`src/rtl/fthr_pkg.sv`:
```
package fthr_pkg;
  typedef enum logic [1:0] {
    MODE_WR   = 2'd0,
    MODE_RD   = 2'd1,
    MODE_POLL = 2'd2,
    MODE_MAP  = 2'd3
  } xfer_mode_e;
endpackage

```
`src/rtl/fthr_level.sv`:
```
module fthr_level #(
  parameter int DEPTH = 32,
  localparam int LVL_W = $clog2(DEPTH + 1)
) (
  input  logic             clk_i,
  input  logic             rst_ni,
  input  logic             push_i,
  input  logic             pop_i,
  output logic [LVL_W-1:0] level_o
);
  localparam logic [LVL_W-1:0] FULL = LVL_W'(DEPTH);

  logic [LVL_W-1:0] level_q;

  always_ff @(posedge clk_i or negedge rst_ni) begin
    if (!rst_ni) level_q <= '0;
    else begin
      unique case ({push_i, pop_i})
        2'b10:   if (level_q != FULL) level_q <= level_q + 1'b1;
        2'b01:   if (level_q != '0)   level_q <= level_q - 1'b1;
        default: ;
      endcase
    end
  end

  assign level_o = level_q;


  level_range_chk: assert property (@(posedge clk_i) disable iff (!rst_ni)
    level_q <= FULL);

  full_hold_chk: assert property (@(posedge clk_i) disable iff (!rst_ni)
    (push_i && !pop_i && level_q == FULL) |=> level_q == FULL);

  both_hold_chk: assert property (@(posedge clk_i) disable iff (!rst_ni)
    (push_i && pop_i) |=> $stable(level_q));
endmodule

```
`src/rtl/fthr_cmp.sv`:
```
module fthr_cmp
  import fthr_pkg::*;
#(
  parameter int DEPTH = 32,
  localparam int LVL_W = $clog2(DEPTH + 1),
  localparam int THR_W = $clog2(DEPTH)
) (
  input  logic             clk_i,
  input  logic             rst_ni,
  input  logic             enable_i,
  input  logic [1:0]       mode_i,
  input  logic [THR_W-1:0] thresh_i,
  input  logic [LVL_W-1:0] level_i,
  output logic             flag_o
);
  logic [LVL_W-1:0] qual;
  logic [LVL_W-1:0] need;
  logic             hit;
  logic             flag_q;

  // free space when writing, valid bytes when reading
  assign qual = (xfer_mode_e'(mode_i) == MODE_WR) ? LVL_W'(DEPTH) - level_i : level_i;
  assign need = LVL_W'(thresh_i) + 1'b1;
  assign hit  = enable_i && !mode_i[1] && (qual >= need);

  always_ff @(posedge clk_i or negedge rst_ni) begin
    if (!rst_ni) flag_q <= 1'b0;
    else         flag_q <= hit;
  end

  assign flag_o = flag_q;


  idle_mode_chk: assert property (@(posedge clk_i) disable iff (!rst_ni)
    (!enable_i || mode_i[1]) |=> !flag_o);
endmodule

```
`src/rtl/fthr_dreq.sv`:
```
module fthr_dreq #(
  parameter int THR_W = 5
) (
  input  logic             clk_i,
  input  logic             rst_ni,
  input  logic             enable_i,
  input  logic             dma_en_i,
  input  logic [1:0]       mode_i,
  input  logic [THR_W-1:0] thresh_i,
  input  logic             flag_i,
  input  logic             ack_i,
  output logic             req_o
);
  logic [1:0]       mode_q;
  logic [THR_W-1:0] thresh_q;
  logic             cfg_chg;
  logic             req_q;
  logic             req_d;

  assign cfg_chg = (mode_i != mode_q) || (thresh_i != thresh_q);

  always_comb begin
    req_d = flag_i;
    if (!enable_i || !dma_en_i || mode_i[1] || cfg_chg) req_d = 1'b0;
    else if (req_q && ack_i)                            req_d = 1'b0;
  end

  always_ff @(posedge clk_i or negedge rst_ni) begin
    if (!rst_ni) begin
      req_q    <= 1'b0;
      mode_q   <= '0;
      thresh_q <= '0;
    end else begin
      req_q    <= req_d;
      mode_q   <= mode_i;
      thresh_q <= thresh_i;
    end
  end

  // drop without waiting for acknowledge
  assign req_o = req_q && enable_i && dma_en_i && !cfg_chg;


  ack_drop_chk: assert property (@(posedge clk_i) disable iff (!rst_ni)
    (req_q && ack_i) |=> !req_o);

  cfg_drop_chk: assert property (@(posedge clk_i) disable iff (!rst_ni)
    cfg_chg |-> !req_o ##1 !req_o);
endmodule

```
`src/rtl/fifo_thr_dma.sv`:
```
module fifo_thr_dma #(
  parameter int DEPTH = 32,
  localparam int LVL_W = $clog2(DEPTH + 1),
  localparam int THR_W = $clog2(DEPTH)
) (
  input  logic             clk_i,
  input  logic             rst_ni,
  input  logic             enable_i,
  input  logic             dma_en_i,
  input  logic [1:0]       mode_i,
  input  logic [THR_W-1:0] thresh_i,
  input  logic             push_i,
  input  logic             pop_i,
  input  logic             dma_ack_i,
  input  logic             irq_en_i,
  output logic             thr_flag_o,
  output logic             dma_req_o,
  output logic             irq_o
);
  logic [LVL_W-1:0] level;
  logic             flag;

  fthr_level #(.DEPTH(DEPTH)) u_level (
    .clk_i, .rst_ni, .push_i, .pop_i, .level_o(level)
  );

  fthr_cmp #(.DEPTH(DEPTH)) u_cmp (
    .clk_i, .rst_ni, .enable_i, .mode_i, .thresh_i,
    .level_i(level), .flag_o(flag)
  );

  fthr_dreq #(.THR_W(THR_W)) u_dreq (
    .clk_i, .rst_ni, .enable_i, .dma_en_i, .mode_i, .thresh_i,
    .flag_i(flag), .ack_i(dma_ack_i), .req_o(dma_req_o)
  );

  assign thr_flag_o = flag;
  assign irq_o      = flag && irq_en_i;


  disable_drop_chk: assert property (@(posedge clk_i) disable iff (!rst_ni)
    !enable_i |-> !dma_req_o);

  irq_gate_chk: assert property (@(posedge clk_i) disable iff (!rst_ni)
    irq_o |-> (irq_en_i && thr_flag_o));

  req_needs_dma_chk: assert property (@(posedge clk_i) disable iff (!rst_ni)
    dma_req_o |-> (dma_en_i && !mode_i[1]));
endmodule

```
`config.mk`:
```
export PLATFORM = sky130hd
export DESIGN_NAME = fifo_thr_dma
export DESIGN_NICKNAME = d
export VERILOG_FILES = /design/src/rtl/fthr_pkg.sv /design/src/rtl/fthr_level.sv /design/src/rtl/fthr_cmp.sv /design/src/rtl/fthr_dreq.sv /design/src/rtl/fifo_thr_dma.sv
export SDC_FILE = /design/constraint.sdc
export NUM_CORES = 1
export LEC_CHECK = 0
export BUFFER_PORTS_ARGS = -buffer_cell sky130_fd_sc_hd__buf_2
export CAP_MARGIN = 5
export CORE_MARGIN = 8
export CORE_UTILIZATION = 55
export CTS_CLUSTER_SIZE = 20
export DETAILED_ROUTE_END_ITERATION = 6
export GPL_ROUTABILITY_DRIVEN = 0
export GPL_TIMING_DRIVEN = 1
export PLACE_DENSITY = 0.78
export SYNTH_ARGS = -nofsm -noshare
export SYNTH_HDL_FRONTEND = slang
export SYNTH_SLANG_ARGS = --single-unit
```
`constraint.sdc`:
```
create_clock -name clk_i -period 2.52 [get_ports clk_i]
set_clock_uncertainty 0.1 [all_clocks]
set_input_delay 0.126 -clock clk_i [delete_from_list [all_inputs] [get_ports clk_i]]
set_output_delay 0.126 -clock clk_i [all_outputs]
set_load 0.01 [all_outputs]
```
==> reports/results.ini, run 1 <==
[run_status]
outcome = finished clean

[routing]
viasPerCell = 5.06
firstDrtPassIters = 4
drt-total-wl_mm = 2.21
drc = 0
dr_total_vias = 835
ant_nets = 0
first_iter_violations = 30
wl_per_cell_um = 13.4

[placed_design]
place_hpwl_mm = 1.72
dp_cells = 153
numPortBuffers = 17
post_dp_cell_area_sq_um = 1210
place_ws_ps = 414

[timing]
worst_pin_slew_ps = 352
hold_slack_ps = 75.7
setup_violations = 0
max_freq_mhz = 485
period_minus_slack_ps = 2060
drv_slew = 0
period_share_pct = 81.8
hold_violations = 0
fin_tns_setup_ps = 0
fin_ws_ps = 459
slew_headroom_pct = 76.5
grt_setup_unrepaired = no

[layout]
final_cell_count_no_fill = 165
fillers = 141
multi_input_area_sq_um = 683
ff_latch_area_sq_um = 375
num_antenna_cells = 0
syn2layout_area_growth_pct = 20.6
num-nets-final = 169
final_area_sq_um = 1320
drive_above_1_share_pct = 18.8
fin_util_pct = 68.6

[worst_hold_path]
min_path_type = in2reg

[critical_path]
cp_slowest_cell = dfrtp_1
critical-path-max-stage-delay_ps = 420
worstPathArrival_ps = 2130
crit_path_end_kind = flip-flop
path_cells = inv_1 > ha_1 > nand2_1 > o21ai_0 > ha_1 > a21o_1 > a21o_1 > a21oi_1 > o21ai_0
required_ps = 2590
cp-start-kind = flip-flop
path_class = reg2reg
critPathMaxFanout = 4

[global_route]
antenna_found_initial = 0
grt_pass1_wl_mm = 3.86
grt_pass1_vias = 909
track_usage_pct = 13.7
grt_max_degree = 16
grt_overflow = 0

[power_and_ir_drop]
power_frac_comb_pct = 50.5
switchingPower_uw = 425
p_sw_share_pct = 40.6
finalPower_mw = 1.05
p_clk_share_pct = 13.5
power_leakage_nw = 0.647
p_per_area_nw_per_um2 = 794
irDropWorstVdd_v = 0.000495
seq_power_share_pct = 36.0
p_int_uw = 622

[clock_tree]
post_cts.repair.setup_buffers = 0
cts_buffers = 3
clkTransAtPathRegs_ps = 90
cts_tree = yes
cts-resized-gates = 0
cts.sinks = 15
htreeDepth = 1
clk_path_buf_depth = 2
insertion_delay_ps = 290
cts-root-buf = clkbuf_4

[logic_synthesis]
synth_fp_nets = 139
syn_inst = 109
synth_top_area_cell = dfrtp_1
ys_ff_latch = 15
synth-seq-area-share_pct = 34.4
yosysUniqueCellTypes = 26
synth.avg_cell_area_sq_um = 10.0
synth_area_leaders = dfrtp_1, ha_1, xnor2_1
synth_top_cell_area_share_pct = 34.4
ys_warn_count = 0
syn-cell-area_sq_um = 1090

[job]
maxCapViolCount = 0

[floorplanning]
die_w_um = 60.6
die_h_um = 60.6
io_pins = 18
num_rows = 16
core_sq_um = 1920
initial_utilization_pct = 56.8
die_area_sq_um = 3670

==> synth_stat cells <==
master     count
and3_4         1
nor3_1         3
or2_2          1
mux2i_1        1
and3_1         2
xnor2_1       12
and4_1         1
nand3_1        4
o31ai_4        1
nand2b_1       1
xor2_1         8
nand2_1        9
nor2b_1        1
fa_1           1
a21o_1         3
a21oi_1        3
nor2_2         1
and2_1         3
nor2_1         4
inv_1          9
dfrtp_1       15
o21ai_0        7
ha_1          14
nand4_1        2
a2111oi_4      1
a21o_2         1
==> cell families after synthesis <==
logic type / after synthesis / share of synthesized area [%]
and+or+nand+nor: 33 / 15.8
xor gates and xnor gates: 20 / 16.0
muxes: 1 / 0.916
DFF: 15 / 34.4
adders and majority gates: 15 / 17.9
buffers and inverters: 9 / 3.09
AOI/OAI and AO/OA: 16 / 11.9
==> power by group through the flow <==
stage | Combinational (mW) | Sequential (mW) | Clock [mW]
after floorplan | 0.403 | 0.367 | 0
after global placement | 0.494 | 0.377 | 0
after detailed placement | 0.517 | 0.384 | 0
after CTS | 0.530 | 0.378 | 0.138
after global routing | 0.607 | 0.388 | 0.148
final | 0.529 | 0.377 | 0.141
==> per-layer routing <==
metal  part of all wire (%)  vias to the layer above  wire length (um)  global-route usage [%]
met5                      0                        -                 0                       0
met4                    2.7                        0                59                    6.98
met1                     42                      381               923                    15.0
met3                    5.4                        6               119                    1.48
met2                     50                       20              1110                    25.0
li1                       -                      428                 -                       -
==> critical path, delay by kind of cell, from the launching register on <==
family / cells / cell delay [ps]
AOI/OAI and AO/OA: 5 / 640
adders and majority gates: 2 / 610
DFF: 1 / 420
buffers and inverters: 1 / 120
and+or+nand+nor: 1 / 50
==> path summary, 6_finish.rpt <==
path / startpoint / endpoint / slack, ps / cells after the start
worst max-delay path: u_level.level_o[0] / u_cmp.flag_o / 460 / 9
worst min-delay path: dma_ack_i / u_dreq.req_q / 80 / 3
worst max register to register: u_level.level_o[0] / u_cmp.flag_o / 460 / 9
worst min register to register: u_level.level_o[5] / u_level.level_o[5] / 430 / 1
max in group asynchronous: rst_ni / u_dreq.mode_q[1] / 1910 / 2
min in group asynchronous: rst_ni / u_level.level_o[3] / 160 / 2
==> sequential cells by signal, indices dropped and copies added, names as in the netlist <==
| name | count |
|---|---|
| u_dreq.req_q | 1 |
| u_level.level_o | 6 |
| u_dreq.mode_q | 2 |
| u_cmp.flag_o | 1 |
| u_dreq.thresh_q | 5 |
==> placed cells by master (no fill, tap or decap) <==
master / n
ha_1: 14
and4_1: 1
nand4_1: 2
and2_1: 3
nand2_1: 9
nand3_1: 4
nor3_1: 3
buf_2: 17
a2111oi_4: 1
nand2b_1: 1
dfrtp_1: 15
a21oi_1: 3
fa_1: 1
nor2_2: 1
a21o_1: 3
clkbuf_4: 3
or2_2: 1
dlygate4sd3_1: 8
xor2_1: 8
mux2i_1: 1
clkbuf_1: 1
inv_1: 9
nor2b_1: 1
o21ai_0: 7
o31ai_4: 1
and3_4: 1
nor2_1: 4
a21o_2: 1
xnor2_1: 12
and3_1: 2
==> timing repair <==
action / 4_1_cts / 5_1_grt
endpoints found under the setup margin: 0 / 0
hold endpoints to repair: 22 / 0
hold buffers: 8 / 0
==> area by class of cell <==
class / count / share of cell area (%)
Multi-Input combinational cell: 85 / 51.9
Sequential cell: 15 / 28.5
Timing Repair Buffer: 25 / 12.5
Inverter: 9 / 2.56
Tap cell: 27 / 2.56
Clock buffer: 4 / 1.99
Note: power is estimated with default switching activity, not from simulation.
==> run 2, diff against run 1 <==
==> constraint.sdc (replaced) <==
create_clock -name clk_i -period 1.9 [get_ports clk_i]
set_clock_uncertainty 0.1 [all_clocks]
set_input_delay 0.095 -clock clk_i [delete_from_list [all_inputs] [get_ports clk_i]]
set_output_delay 0.095 -clock clk_i [all_outputs]
set_load 0.01 [all_outputs]
==> run 2 against run 1 <==
Effect of this change:
- the flow now finishes with violations (negative setup slack)
- sequential power is 33% higher
- final cell count increased by 8.5%
- global-route usage grew 0.90 points
- hold slack got worse by 42 ps
- maximum frequency increased by 6.3%
- combinational power grew 110%
- register-to-register slack worse by 500 ps
- die area stayed put
- largest power group unchanged
==> reports/results.ini, run 2 (synthesis results as in run 1) <==
[critical_path]
crit_family = compound AO/OA/AOI/OAI gates  ; unchanged
path_class = reg2reg  ; unchanged
crit_path_end_kind = flip-flop  ; unchanged
crit_path_frequent_cell = a21o_1
required_ps = 1980  ; was 2590 ps
cp_slowest_cell = dfrtp_2  ; was dfrtp_1
crit_buf_inv = 1  ; unchanged
critical-path-max-stage-delay_ps = 460  ; was 420 ps
critPathMaxFanout = 4  ; unchanged
path_cells = inv_2 > ha_4 > nand2_2 > o21ai_2 > ha_1 > a21o_1 > a21o_1 > a21oi_2 > o21ai_1  ; was inv_1 > ha_1 > nand2_1 > o21ai_0 > ha_1 > a21o_1 > a21o_1 > a21oi_1 > o21ai_0
worstPathArrival_ps = 2020  ; was 2130 ps
cp-start-kind = flip-flop  ; unchanged

[timing]
max_freq_mhz = 516  ; was 485 MHz
setup_violations = 1  ; was 0
worst_pin_slew_ps = 449  ; was 352 ps
fin_ws_ps = -38.0  ; was 459 ps
period_minus_slack_ps = 1940  ; was 2060 ps
grt_setup_unrepaired = yes  ; was no
period_share_pct = 102  ; was 81.8%
hold_violations = 0  ; unchanged
drv_slew = 0  ; unchanged
slew_headroom_pct = 70.1  ; was 76.5%
hold_slack_ps = 33.5  ; was 75.7 ps

[floorplanning]
io_pins = 18  ; unchanged
core_sq_um = 1920  ; unchanged
die_w_um = 60.6  ; unchanged
die_area_sq_um = 3670  ; unchanged
die_h_um = 60.6  ; unchanged
num_rows = 16  ; unchanged
initial_utilization_pct = 56.8  ; unchanged

[layout]
num_antenna_cells = 0  ; unchanged
fillers = 124  ; was 141
largest_reg_flops = 6  ; unchanged
syn2layout_area_growth_pct = 39.4  ; was 20.6%
drive_above_1_share_pct = 36.2  ; was 18.8%
layout_common_cells = buf_2, buf_4, dfrtp_1  ; was buf_2, dfrtp_1, ha_1
multi_input_area_sq_um = 777  ; was 683 sq um
final_common_cell = buf_2  ; unchanged
ff_latch_area_sq_um = 378  ; was 375 sq um
num-nets-final = 183  ; was 169
fin_util_pct = 79.2  ; was 68.6%

[placed_design]
numPortBuffers = 17  ; unchanged
place_ws_ps = -115  ; was 414 ps
place_hpwl_mm = 1.86  ; was 1.72 mm

[routing]
wl_per_cell_um = 14.8  ; was 13.4 um
dr_total_vias = 948  ; was 835
ant_nets = 0  ; unchanged
drt-total-wl_mm = 2.66  ; was 2.21 mm
firstDrtPassIters = 4  ; unchanged
viasPerCell = 5.30  ; was 5.06
first_iter_violations = 23  ; was 30
drc = 0  ; unchanged

[global_route]
grt_max_degree = 16  ; unchanged
track_usage_pct = 14.6  ; was 13.7%
grt_overflow = 0  ; unchanged
grt_pass1_wl_mm = 4.08  ; was 3.86 mm
antenna_found_initial = 0  ; unchanged
grt_pass1_vias = 1029  ; was 909

[clock_tree]
cts-root-buf = clkbuf_4  ; unchanged
cts_tree = yes  ; unchanged
htreeDepth = 1  ; unchanged
cts_buffers = 3  ; unchanged
clk_path_buf_depth = 2  ; unchanged
insertion_delay_ps = 290  ; about the same
cts.sinks = 15  ; unchanged
clkTransAtPathRegs_ps = 100  ; was 90 ps

[power_and_ir_drop]
finalPower_mw = 1.80  ; was 1.05 mW
p_per_area_nw_per_um2 = 1180  ; was 794 nW/um^2
irDropWorstVdd_v = 0.000941  ; was 0.000495 V
power_leakage_nw = 0.715  ; was 0.647 nW

[worst_hold_path]
min_path_type = in2reg  ; unchanged

[run_status]
outcome = finished, violations left  ; was finished clean
violations = negative setup slack

[job]
maxCapViolCount = 0  ; unchanged

==> run 2: what timing repair did <==
item | in CTS | in global routing
setup endpoints to repair | 2 | 3
resized for setup | 6 | 14
hold buffers | 7 | 1
endpoints found under the hold margin | 22 | 1
buffers inserted | 0 | 0
pin swaps | 7 | 8
==> run 2: worst paths after layout <==
path,slack [ps],from,to,cells after the start
max in group asynchronous,1280,rst_ni,u_level.level_o[2],2
min reg2reg,440,u_level.level_o[5],u_level.level_o[5],1
max,-40,u_level.level_o[1],u_cmp.flag_o,9
min,30,dma_ack_i,u_dreq.req_q,3
max reg2reg,-40,u_level.level_o[1],u_cmp.flag_o,9
min in group asynchronous,130,rst_ni,u_dreq.mode_q[0],2
==> run 2: tightest hold or removal path: cells and delay by family <==
kind          cells  cell delay [ps]
buf+inv           1               70
simple gates      2              220
==> run 2: where the power goes <==
group          internal, mW  total, mW  switching (mW)
registers             0.403      0.500          0.0976
clock network        0.0816      0.189           0.107
logic                 0.603       1.11           0.510
total                  1.09       1.80           0.715
==> run 2: layout make-up <==
| cell class | count | share of cell area, % |
|---|---|---|
| clock buffer | 4 | 1.73 |
| inverter | 9 | 2.22 |
| multi-input combinational | 85 | 51.0 |
| sequential | 15 | 24.8 |
| tap | 27 | 2.22 |
| timing repair buffer | 39 | 18.0 |
==> run 2: per-layer routing <==
layer | track usage [%] | wire, um
met1 | 13.6 | 989
met2 | 27.8 | 1440
met4 | 10.3 | 78
met3 | 2.33 | 151
met5 | 0 | 0
==> run 2: stage by stage <==
step | cells | area, sq um | TNS, ps
after global routing | 179 | 1520 | -131
after detailed placement | 167 | 1320 | -208
after global placement | 167 | 1320 | -166
after CTS | 178 | 1440 | -46.2
final | 179 | 1520 | -38.0
after floorplan | 109 | 1090 | 0
